$ cat src/rtl/pt_walker_pkg.sv
package pt_walker_pkg;

    parameter int unsigned VA_W      = 32;
    parameter int unsigned OFF_W     = 12;
    parameter int unsigned IDX_W     = 10;
    parameter int unsigned ENT_SHIFT = 2;
    localparam int unsigned FRAME_W  = VA_W - OFF_W;

    typedef enum logic [2:0] {
        ST_IDLE  = 3'd0,
        ST_RD_L1 = 3'd1,
        ST_WT_L1 = 3'd2,
        ST_RD_L2 = 3'd3,
        ST_WT_L2 = 3'd4,
        ST_DONE  = 3'd5,
        ST_FLT   = 3'd6
    } walk_st_e;

    typedef struct packed {
        walk_st_e               st;
        logic [VA_W-1:0]        va;
        logic [VA_W-1:0]        tbase;
        logic [FRAME_W-1:0]     frame;
        logic                   used;
        logic                   dirty;
        logic                   flvl;
    } walk_regs_t;

endpackage

$ cat src/rtl/pt_walker_ent_addr.sv
module pt_walker_ent_addr #(
    parameter int unsigned VA_W      = 32,
    parameter int unsigned IDX_W     = 10,
    parameter int unsigned ENT_SHIFT = 2
) (
    input  logic [VA_W-1:0]  tbl_base,
    input  logic [IDX_W-1:0] tbl_idx,
    output logic [VA_W-1:0]  ent_addr
);
    localparam int unsigned ENT_BYTES = 1 << ENT_SHIFT;

    logic [VA_W-1:0] byte_off;

    always_comb begin
        byte_off = VA_W'(tbl_idx) * VA_W'(ENT_BYTES);
        ent_addr = tbl_base + byte_off;
    end
endmodule

$ cat src/rtl/pt_walker_ent_dec.sv
module pt_walker_ent_dec #(
    parameter int unsigned VA_W  = 32,
    parameter int unsigned OFF_W = 12
) (
    input  logic [VA_W-1:0]       ent,
    output logic                  ent_valid,
    output logic                  ent_used,
    output logic                  ent_dirty,
    output logic [VA_W-OFF_W-1:0] ent_frame
);
    localparam int unsigned VALID_BIT = 0;
    localparam int unsigned USED_BIT  = 1;
    localparam int unsigned DIRTY_BIT = 2;

    logic unused_ent_bits;

    always_comb begin
        ent_valid       = ent[VALID_BIT];
        ent_used        = ent[USED_BIT];
        ent_dirty       = ent[DIRTY_BIT];
        ent_frame       = ent[VA_W-1:OFF_W];
        unused_ent_bits = ^ent[OFF_W-1:DIRTY_BIT+1];
    end
endmodule

$ cat src/rtl/pt_walker.sv
module pt_walker
    import pt_walker_pkg::*;
#(
    parameter int unsigned P_VA_W  = pt_walker_pkg::VA_W,
    parameter int unsigned P_OFF_W = pt_walker_pkg::OFF_W,
    parameter int unsigned P_IDX_W = pt_walker_pkg::IDX_W
) (
    input  logic                      clk,
    input  logic                      rst_n,
    input  logic                      walk_start,
    input  logic [P_VA_W-1:0]         walk_vaddr,
    input  logic [P_VA_W-1:0]         root_base,
    output logic                      busy,
    output logic                      mem_req_valid,
    output logic [P_VA_W-1:0]         mem_req_addr,
    input  logic                      mem_rsp_valid,
    input  logic [P_VA_W-1:0]         mem_rsp_data,
    output logic                      walk_done,
    output logic                      walk_fault,
    output logic                      fault_lvl,
    output logic [P_VA_W-P_OFF_W-1:0] res_frame,
    output logic [P_VA_W-1:0]         res_paddr,
    output logic                      res_used,
    output logic                      res_dirty
);
    localparam int unsigned TOP_LSB = P_OFF_W + P_IDX_W;

    walk_regs_t q, d;

    logic [P_IDX_W-1:0]         cur_idx;
    logic [P_VA_W-1:0]          ent_addr;
    logic                       ent_valid;
    logic                       ent_used;
    logic                       ent_dirty;
    logic [P_VA_W-P_OFF_W-1:0]  ent_frame;

    always_comb begin
        if (q.st == ST_RD_L1) cur_idx = q.va[TOP_LSB +: P_IDX_W];
        else                  cur_idx = q.va[P_OFF_W +: P_IDX_W];
    end

    pt_walker_ent_addr #(
        .VA_W      (P_VA_W),
        .IDX_W     (P_IDX_W),
        .ENT_SHIFT (ENT_SHIFT)
    ) u_addr (
        .tbl_base (q.tbase),
        .tbl_idx  (cur_idx),
        .ent_addr (ent_addr)
    );

    pt_walker_ent_dec #(
        .VA_W  (P_VA_W),
        .OFF_W (P_OFF_W)
    ) u_dec (
        .ent       (mem_rsp_data),
        .ent_valid (ent_valid),
        .ent_used  (ent_used),
        .ent_dirty (ent_dirty),
        .ent_frame (ent_frame)
    );

    always_comb begin
        d = q;
        unique case (q.st)
            ST_IDLE: begin
                if (walk_start) begin
                    d.st    = ST_RD_L1;
                    d.va    = walk_vaddr;
                    d.tbase = root_base;
                end
            end
            ST_RD_L1: d.st = ST_WT_L1;
            ST_WT_L1: begin
                if (mem_rsp_valid) begin
                    if (ent_valid) begin
                        d.st    = ST_RD_L2;
                        d.tbase = {ent_frame, {P_OFF_W{1'b0}}};
                    end else begin
                        d.st    = ST_FLT;
                        d.flvl  = 1'b0;
                        d.frame = '0;
                        d.used  = 1'b0;
                        d.dirty = 1'b0;
                    end
                end
            end
            ST_RD_L2: d.st = ST_WT_L2;
            ST_WT_L2: begin
                if (mem_rsp_valid) begin
                    if (ent_valid) begin
                        d.st    = ST_DONE;
                        d.flvl  = 1'b0;
                        d.frame = ent_frame;
                        d.used  = ent_used;
                        d.dirty = ent_dirty;
                    end else begin
                        d.st    = ST_FLT;
                        d.flvl  = 1'b1;
                        d.frame = '0;
                        d.used  = 1'b0;
                        d.dirty = 1'b0;
                    end
                end
            end
            ST_DONE, ST_FLT: d.st = ST_IDLE;
            default: d.st = ST_IDLE;
        endcase
    end

    always_ff @(posedge clk or negedge rst_n) begin
        if (!rst_n) q <= '0;
        else        q <= d;
    end

    always_comb begin
        busy          = (q.st != ST_IDLE);
        mem_req_valid = (q.st == ST_RD_L1) || (q.st == ST_RD_L2);
        mem_req_addr  = ent_addr;
        walk_done     = (q.st == ST_DONE) || (q.st == ST_FLT);
        walk_fault    = (q.st == ST_FLT);
        fault_lvl     = q.flvl;
        res_frame     = q.frame;
        res_paddr     = {q.frame, q.va[P_OFF_W-1:0]};
        res_used      = q.used;
        res_dirty     = q.dirty;
    end
endmodule

$ cat config.mk
export PLATFORM = sky130hd
export DESIGN_NAME = pt_walker
export DESIGN_NICKNAME = d
export VERILOG_FILES = /design/src/rtl/pt_walker_pkg.sv /design/src/rtl/pt_walker_ent_addr.sv /design/src/rtl/pt_walker_ent_dec.sv /design/src/rtl/pt_walker.sv
export SDC_FILE = /design/constraint.sdc
export NUM_CORES = 1
export LEC_CHECK = 0
export ABC_CLOCK_PERIOD_IN_PS = 5600
export CAP_MARGIN = 10
export CORE_MARGIN = 4
export CORE_UTILIZATION = 51
export CTS_BUF_LIST = sky130_fd_sc_hd__clkbuf_4
export DETAILED_ROUTE_END_ITERATION = 8
export DONT_BUFFER_PORTS = 1
export PLACE_DENSITY = 0.77
export SLEW_MARGIN = 30
export SYNTH_ARGS = -nofsm -noshare
export SYNTH_HDL_FRONTEND = slang
export SYNTH_SLANG_ARGS = --single-unit
export TNS_END_PERCENT = 1
$ cat constraint.sdc
create_clock -name clk -period 5.6 [get_ports clk]
set_input_delay 0.84 -clock clk [delete_from_list [all_inputs] [get_ports clk]]
set_output_delay 0.84 -clock clk [all_outputs]
set_load 0.02 [all_outputs]
== Word level (Yosys, flattened, before mapping) ==
Index checks and enable logic that the tools add are counted.

* Register bits: 90
* Latch bits: 0
* Bits in writable memories: 0
* Memory bits (read-only): 0
* Input port bits: 100
* Output and inout port bits: 91
* Logic and storage cells: 43
* Memories kept: 0

* Add/subtract/negate cells: 1
* Multiply operators: 0
* Div/mod/pow operators: 0
* $lt $le $gt $ge: 0
* Equal/unequal tests: 11
* Shift-type cells: 0
* Muxes and demuxes: 14
* Bitwise gates (word level): 0
* Reduce and logical (&&, ||, !) cells: 10

{| class="wikitable"
|+ Operators with widths
! operator !! count
|-
| $mux 23 || 3
|-
| $mux 67 || 1
|-
| $pmux 32 s2 || 1
|-
| $mux 55 || 1
|-
| $pmux 23 s2 || 1
|-
| $add 32x12->32 || 1
|-
| $mux 32 || 1
|-
| $pmux 3 s5 || 1
|-
| $mux 10 || 1
|-
| $ne 2x2->1 const B || 5
|-
| $eq 3x3->1 const B || 3
|-
| $mux 3 || 3
|-
| $reduce_and 4->1 || 2
|-
| $eq 3x2->1 const B || 2
|-
| $reduce_bool 2->1 || 2
|-
| $eq 3x1->1 const B || 1
|-
| $logic_not 3->1 || 1
|-
| $reduce_and 3->1 || 1
|-
| $reduce_bool 3->1 || 1
|-
| $logic_or 1x1->1 || 2
|-
| $mux 2 || 1
|-
| $reduce_and 2->1 || 1
|}

== Depth between registers and ports, before layout ==
Gate-level depths: netlist (run 1).

* Word-level depth: 3
* Depth in mapped cells: 13
* Depth with buffers taken out: 10

== Modules after synthesis ==
A second synthesis (run 1) with hierarchy kept.

* Cell total of the unflattened synthesis: 550
* Area total of the unflattened synthesis: 5262.5 um^2

{| class="wikitable"
|+ By module, submodules not included
! module !! instances !! cells each !! area an instance (um^2) !! sequential area each (um^2)
|-
| pt_walker || 1 || 406 || 4210.3 || 2252.2
|-
| pt_walker_ent_addr || 1 || 121 || 879.6 || 0.0
|-
| pt_walker_ent_dec || 1 || 23 || 172.7 || 0.0
|}

== Least setup slack after synthesis (run 1) ==
OpenSTA, ideal clock, no wires.

* Kind: register -> output
* Start point: register q[89] (netlist bit)
* End point: output mem_req_addr[12]
* Arrival: 3338 ps
* Data required time: 4760 ps
* Path slack: 1422 ps
* Stages on the path, launching flop included: 12
* Path buffers: 2
* Cell sequence: dfrtp_1 -> buf_2 -> nor2b_1 -> and2_1 -> buf_2 -> mux2_2 -> ha_1 -> fa_1 -> a21o_1 -> a221oi_4 -> o221ai_4 -> xor2_1

* Word-level cells in the longest chain between the ends: 3

{| class="wikitable"
|+ RTL lines
! item !! RTL line !! RTL
|-
| from (decl) || pt_walker.sv:28 || <nowiki>walk_regs_t q, d;</nowiki>
|-
| from (signal assigned) || pt_walker.sv:112 || <nowiki>if (!rst_n) q <= '0;</nowiki>
|-
| from (signal assigned) || pt_walker.sv:113 || <nowiki>else q <= d;</nowiki>
|-
| $eq 3x1->1 || pt_walker.sv:38 || <nowiki>if (q.st == ST_RD_L1) cur_idx = q.va[TOP_LSB +: P_IDX_W];</nowiki>
|-
| $mux 10 || pt_walker.sv:38 ||
|-
| $add 32x12->32 || pt_walker_ent_addr.sv:16 || <nowiki>ent_addr = tbl_base + byte_off;</nowiki>
|-
| to (decl) || pt_walker.sv:15 || <nowiki>output logic [P_VA_W-1:0] mem_req_addr,</nowiki>
|}

Every way passes these cells.

== Final worst setup path (run 1) ==
* Start point: register q[87] (netlist bit)
* End point: output mem_req_addr[28]

The elaborated chain is that of the path after synthesis.

==> results.cfg, run 1 <==
[critical_path]
critPathRequiredTime_ns = 4.76
crit_fanout = 10
reg2reg_slack_ns = 3.32
reg2reg_to = q[29]$_DFFE_PN0P_
critPathKind = flip-flop to output port
critPathArrivalTime_ns = 4.36
start_kind = flip-flop
end_kind = output port
worstRegToRegCells = 5
regToRegStartpoint = q[89]$_DFFE_PN0P_

[synthesis]
synth_fp_nets = 665
async_flop_share = 1.00
synthDistinctLibCells = 49
ys_seq_area_frac = 0.432
ys.flop_type = dfrtp_1
syn_inst = 554
synth_edf_count = 0
ys_seq_elements = 90
postSynthAreaPerCell_sq_um = 9.41
ys_warn_count = 0
syn-cell-area_sq_mm = 0.00521

[cells_and_area]
final_common_cell = nand2_1
fin_util = 0.504
design_area_sq_mm = 0.00497
seq_area_sq_mm = 0.00225
multiInputGateArea_sq_mm = 0.00239
fillCellCount = 873
n_antenna_cell = 0
nets = 592
final_cell_mix = nand2_1, dfrtp_1, nand3_1, mux2_2
areaGrowthSynthToFinish_pct = -4.61
drive_gt1_frac = 0.139

[cts]
cts_buffers = 9
h-tree-depth = 3
path_clk_slew_ns = 0.13
cts_tree = done
postCtsHoldBufs = 0
cts_root_buf = clkbuf_4
postCtsSetupRepairBufs = 0
clockBufferDepth = 2
cts.sinks = 90
cts_resized = 0
insertion_delay_ns = 0.42

[drt]
wl_per_cell_um = 19.3
first_iter_violations = 317
wl_um = 11900
drt_pre_antenna_iters = 4
ant_nets = 0
viasPerCell = 5.83
drc_errors = 0
vias = 3592

[global_routing]
antenna_found_initial = 0
track_usage = 0.207
overflow = 0
grt_pass1_wl_um = 19100
grt_max_degree = 91
grt_pass1_vias = 3709

[floorplanning]
core.rowCount = 36
initial_core_util = 0.528
die_area_sq_mm = 0.0119
ioPinCount = 191
die_h_um = 109
die_w_um = 109
placeableCoreArea_sq_mm = 0.00986

[timing]
setup_viol = 0
rsz0062_at_grt = false
fmax_ghz = 0.192
max_slew_margin = 0.537
timing.setup.tns_ns = 0
post-route-period-util = 0.929
worstMarginPinSlew_ns = 0.692
hold_violations = 0
drv_slew = 0
min_period_ns = 5.20
hold_slack_ns = 0.0927
clock_skew_ns = 0.0138

[power]
total_power_mw = 3.49
p_per_area_mw_per_mm2 = 702
p_leak_nw = 2.07
ir_worst_vdd_mv = 0.378

[placement]
port_buffers = 0
place_area_sq_mm = 0.00485
place.gp.congestion = 0.833
dp_hpwl_um = 9120

[run]
drv_cap = 0

[run_status]
outcome = completed

[min_path]
min-delay-path-class = input port to asynchronous set/reset pin
registers in the layout, summed over array words and instances (netlist names):
register,flops
res_paddr,12
fault_lvl,1
q,55
res_used,1
res_dirty,1
res_frame,20
report_power, final:
part           switching [mW]  total (mW)  internal (mW)  leakage (nW)
logic                    1.16        1.80          0.646         0.877
clock network           0.203       0.338          0.135        0.0682
registers               0.420        1.35          0.930          1.12
cells in the mapped netlist, drive strengths merged (4+ instances only):
cell    instances  area share
a21oi           9      0.0094
a31oi          23       0.029
and3           10       0.012
buf            75        0.10
clkbuf         13      0.0096
dfrtp          90        0.43
ha             10       0.024
mux2           43       0.093
nand2          95       0.068
nand2b          6      0.0072
nand3          42       0.040
nand4           6      0.0072
nor2           30       0.022
nor2b           7      0.0084
nor3            4      0.0048
o21ai          33       0.032
xnor2          22       0.037
xor2            4      0.0067
area by class of cell:
cell class / instances / share of cell area
inverters: 3 / 0.00226
repair buffers: 4 / 0.00604
clock inverters: 3 / 0.00881
clock buffers: 10 / 0.0151
multi-input cells: 373 / 0.481
flip-flops and latches: 90 / 0.453
well taps: 133 / 0.0335
metrics by stage:
step           setup slack (ns)  cells
3_5_place_dp              0.814    603
5_1_grt                   0.106    616
6_report                  0.399    616
2_1_floorplan              1.42    554
3_3_place_gp              0.912    603
4_1_cts                   0.299    616
layer usage:
metal,share of wire,wire length (um),GRT usage
met3,0.11,1250,0.0811
met2,0.49,5860,0.347
met4,0.013,159,0.0586
met1,0.39,4630,0.247
met5,0,0,0
worst max path at each step:
stage,endpoint,from,slack [ns],cells past startpoint
detailed placement,mem_req_addr[28],q[87]$_DFFE_PN0P_,0.81,10
floorplan,mem_req_addr[12],q[89]$_DFFE_PN0P_,1.42,11
global route,mem_req_addr[31],q[89]$_DFFE_PN0P_,0.11,9
finish,mem_req_addr[28],q[87]$_DFFE_PN0P_,0.40,10
CTS,mem_req_addr[28],q[87]$_DFFE_PN0P_,0.30,10
global placement,mem_req_addr[28],q[89]$_DFFE_PN0P_,0.91,10
critical path, cell delays in order (launching register included):
cell and delay, ns:
dfrtp_1 0.60, nor2b_1 0.48, and2_1 0.53, mux2_2 0.41, ha_1 0.21, fa_1 0.42, a21o_1 0.24, a221oi_4 0.33
o221ai_4 0.24, nand3_1 0.16, xnor2_1 0.33
logic make-up after synthesis:
group | share of synthesized area
AND/OR/NAND/NOR | 0.189
buffers and inverters | 0.113
flip-flops | 0.432
AO/OA/AOI/OAI | 0.100
multiplexers | 0.0948
XOR/XNOR | 0.0437
adder cells (fa/ha/maj) | 0.0278
No activity file was read; power rests on OpenSTA's default activity.
==> run 2: changes to the inputs <==
--- a/config.mk
+++ b/config.mk
@@ -16,5 +16,6 @@
 export SLEW_MARGIN = 30
 export SYNTH_ARGS = -nofsm -noshare
 export SYNTH_HDL_FRONTEND = slang
+export SYNTH_HIERARCHICAL = 1
 export SYNTH_SLANG_ARGS = --single-unit
 export TNS_END_PERCENT = 1
==> results.cfg, run 2 <==
[drt]
drt-met1-wl_um = 4670
vias = 3485
viasPerCell = 5.81
drt_pre_antenna_iters = 4
dr_wl_met2_um = 6120
drc_errors = 0
first_iter_violations = 267
dr_wl_met3_um = 1090
wl_um = 12000
wl_per_cell_um = 20.0
ant_nets = 0
routed.top_layer = met4

[timing]
hold_slack_ns = 0.0821
timing.setup.tns_ns = 0
post-route-period-util = 0.936
clock_skew_ns = 0.0246
min_period_ns = 5.24
hold_violations = 0
drv_slew = 0
rsz0062_at_grt = false
fmax_ghz = 0.191
max_slew_margin = 0.372
worstMarginPinSlew_ns = 0.940
setup_viol = 0

[floorplanning]
die_h_um = 110
core.rowCount = 36
placeableCoreArea_sq_mm = 0.00991
die_area_sq_mm = 0.0120
initial_core_util = 0.531
die_w_um = 110
ioPinCount = 191

[cts]
h-tree-depth = 3
cts_root_buf = clkbuf_4
clockBufferDepth = 2
postCtsSetupRepairBufs = 0
insertion_delay_ns = 0.45
cts_buffers = 9
path_clk_slew_ns = 0.16
cts_tree = done
cts.sinks = 90

[cells_and_area]
final_common_cell = nand2_1
final_cell_mix = nand2_1, dfrtp_1, a22o_1, nand2b_1, o221a_2
top_register = q
n_antenna_cell = 0
areaGrowthSynthToFinish_pct = -7.01
largest_reg_flops = 55
fillCellCount = 934
nets = 573
fin_util = 0.494
drive_gt1_frac = 0.109

[synthesis]
synth_edf_count = 0
yosysMostFrequentCell = nand2_1
synthTopCellsByArea = dfrtp_1, buf_4, nand2_1
synthTopCellsByCount = nand2_1, dfrtp_1, buf_4, a22o_1, nand2b_1
ys_warn_count = 6
ys.flop_type = dfrtp_1
synth.largest_area_cell = dfrtp_1
synth_fp_nets = 661
synthDistinctLibCells = 47
ys_seq_elements = 90
postSynthAreaPerCell_sq_um = 9.57
syn_inst = 550
synthDominantCellAreaShare = 0.428
syn-cell-area_sq_mm = 0.00526
async_flop_share = 1.00
ys_seq_area_frac = 0.428

[run]
drv_cap = 0

[global_routing]
grt_pass1_vias = 3466
antenna_found_initial = 0
track_usage = 0.199
grt_pass1_wl_um = 18200
overflow = 0
grt_max_degree = 64

[power]
total_power_mw = 3.33
p_leak_nw = 2.21
ir_worst_vdd_mv = 0.332
p_per_area_mw_per_mm2 = 681

[critical_path]
critPathArrivalTime_ns = 4.40
end_kind = output port
startpoint = q[87]$_DFFE_PN0P_
critPathCapture = mem_req_addr[18]
critPathKind = flip-flop to output port
critPathRequiredTime_ns = 4.76
crit_fanout = 10
worstRegToRegCells = 3
regToRegStartpoint = q[89]$_DFFE_PN0P_
reg2reg_to = q[36]$_DFFE_PN0P_
start_kind = flip-flop
reg2reg_slack_ns = 3.37

[placement]
place.gp.congestion = 0.864
dp_hpwl_um = 8470
port_buffers = 0

[min_path]
min-delay-path-class = input port to asynchronous set/reset pin

[run_status]
outcome = completed
==> run 2: cell types whose count changed after synthesis, sizes merged, moves of 8 or more <==
| cell | before | now |
|---|---|---|
| xor2 | 4 | 12 |
| o221a | 0 | 20 |
| a22o | 0 | 23 |
| a31oi | 23 | 1 |
| nand2 | 95 | 131 |
| nand2b | 6 | 22 |
| nor2 | 30 | 11 |
| mux2 | 43 | 10 |
| and3 | 10 | 2 |
| buf | 75 | 100 |
| nand3 | 42 | 8 |
| o21ai | 33 | 20 |
==> run 2: how the worst min path moves through the flow <==
| stage | to | depth (start not counted) | start | slack (ns) |
|---|---|---|---|---|
| after floorplan | q[67]$_DFFE_PN0P_ | 2 | q[67]$_DFFE_PN0P_ | 0.44 |
| after global placement | q[73]$_DFFE_PN0P_ | 2 | q[73]$_DFFE_PN0P_ | 0.45 |
| after detailed placement | q[75]$_DFFE_PN0P_ | 2 | q[75]$_DFFE_PN0P_ | 0.46 |
| after CTS | q[54]$_DFFE_PN0P_ | 0 | rst_n | 0.01 |
| after global routing | res_paddr[8]$_DFFE_PN0P_ | 0 | rst_n | 0.001 |
| final | q[81]$_DFFE_PN0P_ | 0 | rst_n | 0.08 |
==> run 2: critical path: stages (launching register included) <==
cell and delay, ns:
dfrtp_1 0.58, nor2b_1 0.44, and2_2 0.39, mux2_1 0.20, ha_1 0.16, inv_1 0.05, fa_1 0.40, and2b_1 0.24
o2111ai_1 0.15, a21oi_1 0.19, o41a_1 0.47, nand4_1 0.19, xnor2_1 0.47
==> run 2: per-stage QoR <==
stage               setup slack, ns  std cells  area [sq um]
floorplan                      1.49        550          5260
global placement              0.769        579          4680
detailed placement            0.734        580          4690
CTS                           0.154        597          4850
global route                0.00333        600          4890
finish                        0.358        600          4890
==> run 2: kinds of logic after synthesis <==
| logic type | count (synthesis) | synth area share |
|---|---|---|
| and+or+nand+nor | 210 | 0.189 |
| AOI/OAI and AO/OA | 87 | 0.133 |
| xor gates and xnor gates | 28 | 0.0466 |
| adders and majority gates | 11 | 0.0276 |
| DFF | 90 | 0.428 |
| buffers and inverters | 114 | 0.154 |
| muxes | 10 | 0.0214 |
==> run 2: routing by layer <==
layer  GRT usage  up-vias
met5           0        -
met4      0.0650        0
met1       0.230     1714
met2       0.334      158
li1            -     1604
met3      0.0846        9
==> run 2: where the power goes <==
| group | switching, mW | internal (mW) |
|---|---|---|
| logic | 1.05 | 0.574 |
| registers | 0.430 | 0.920 |
| clock network | 0.226 | 0.135 |
==> run 2: final cells by class <==
class / instances / area (sq um) / share of cell area
Clock buffer: 9 / 67.6 / 0.0138
Clock inverter: 7 / 70.1 / 0.0143
Inverter: 7 / 26.3 / 0.00537
Multi-Input combinational cell: 346 / 2230 / 0.456
Sequential cell: 90 / 2250 / 0.460
Tap cell: 133 / 166 / 0.0340
Timing Repair Buffer: 8 / 80.1 / 0.0164
==> run 2: timing repair <==
item	4_1_cts	5_1_grt
hold endpoints to repair	28	15
resized for setup	0	2
hold buffers	1	3
setup endpoints to repair	0	12
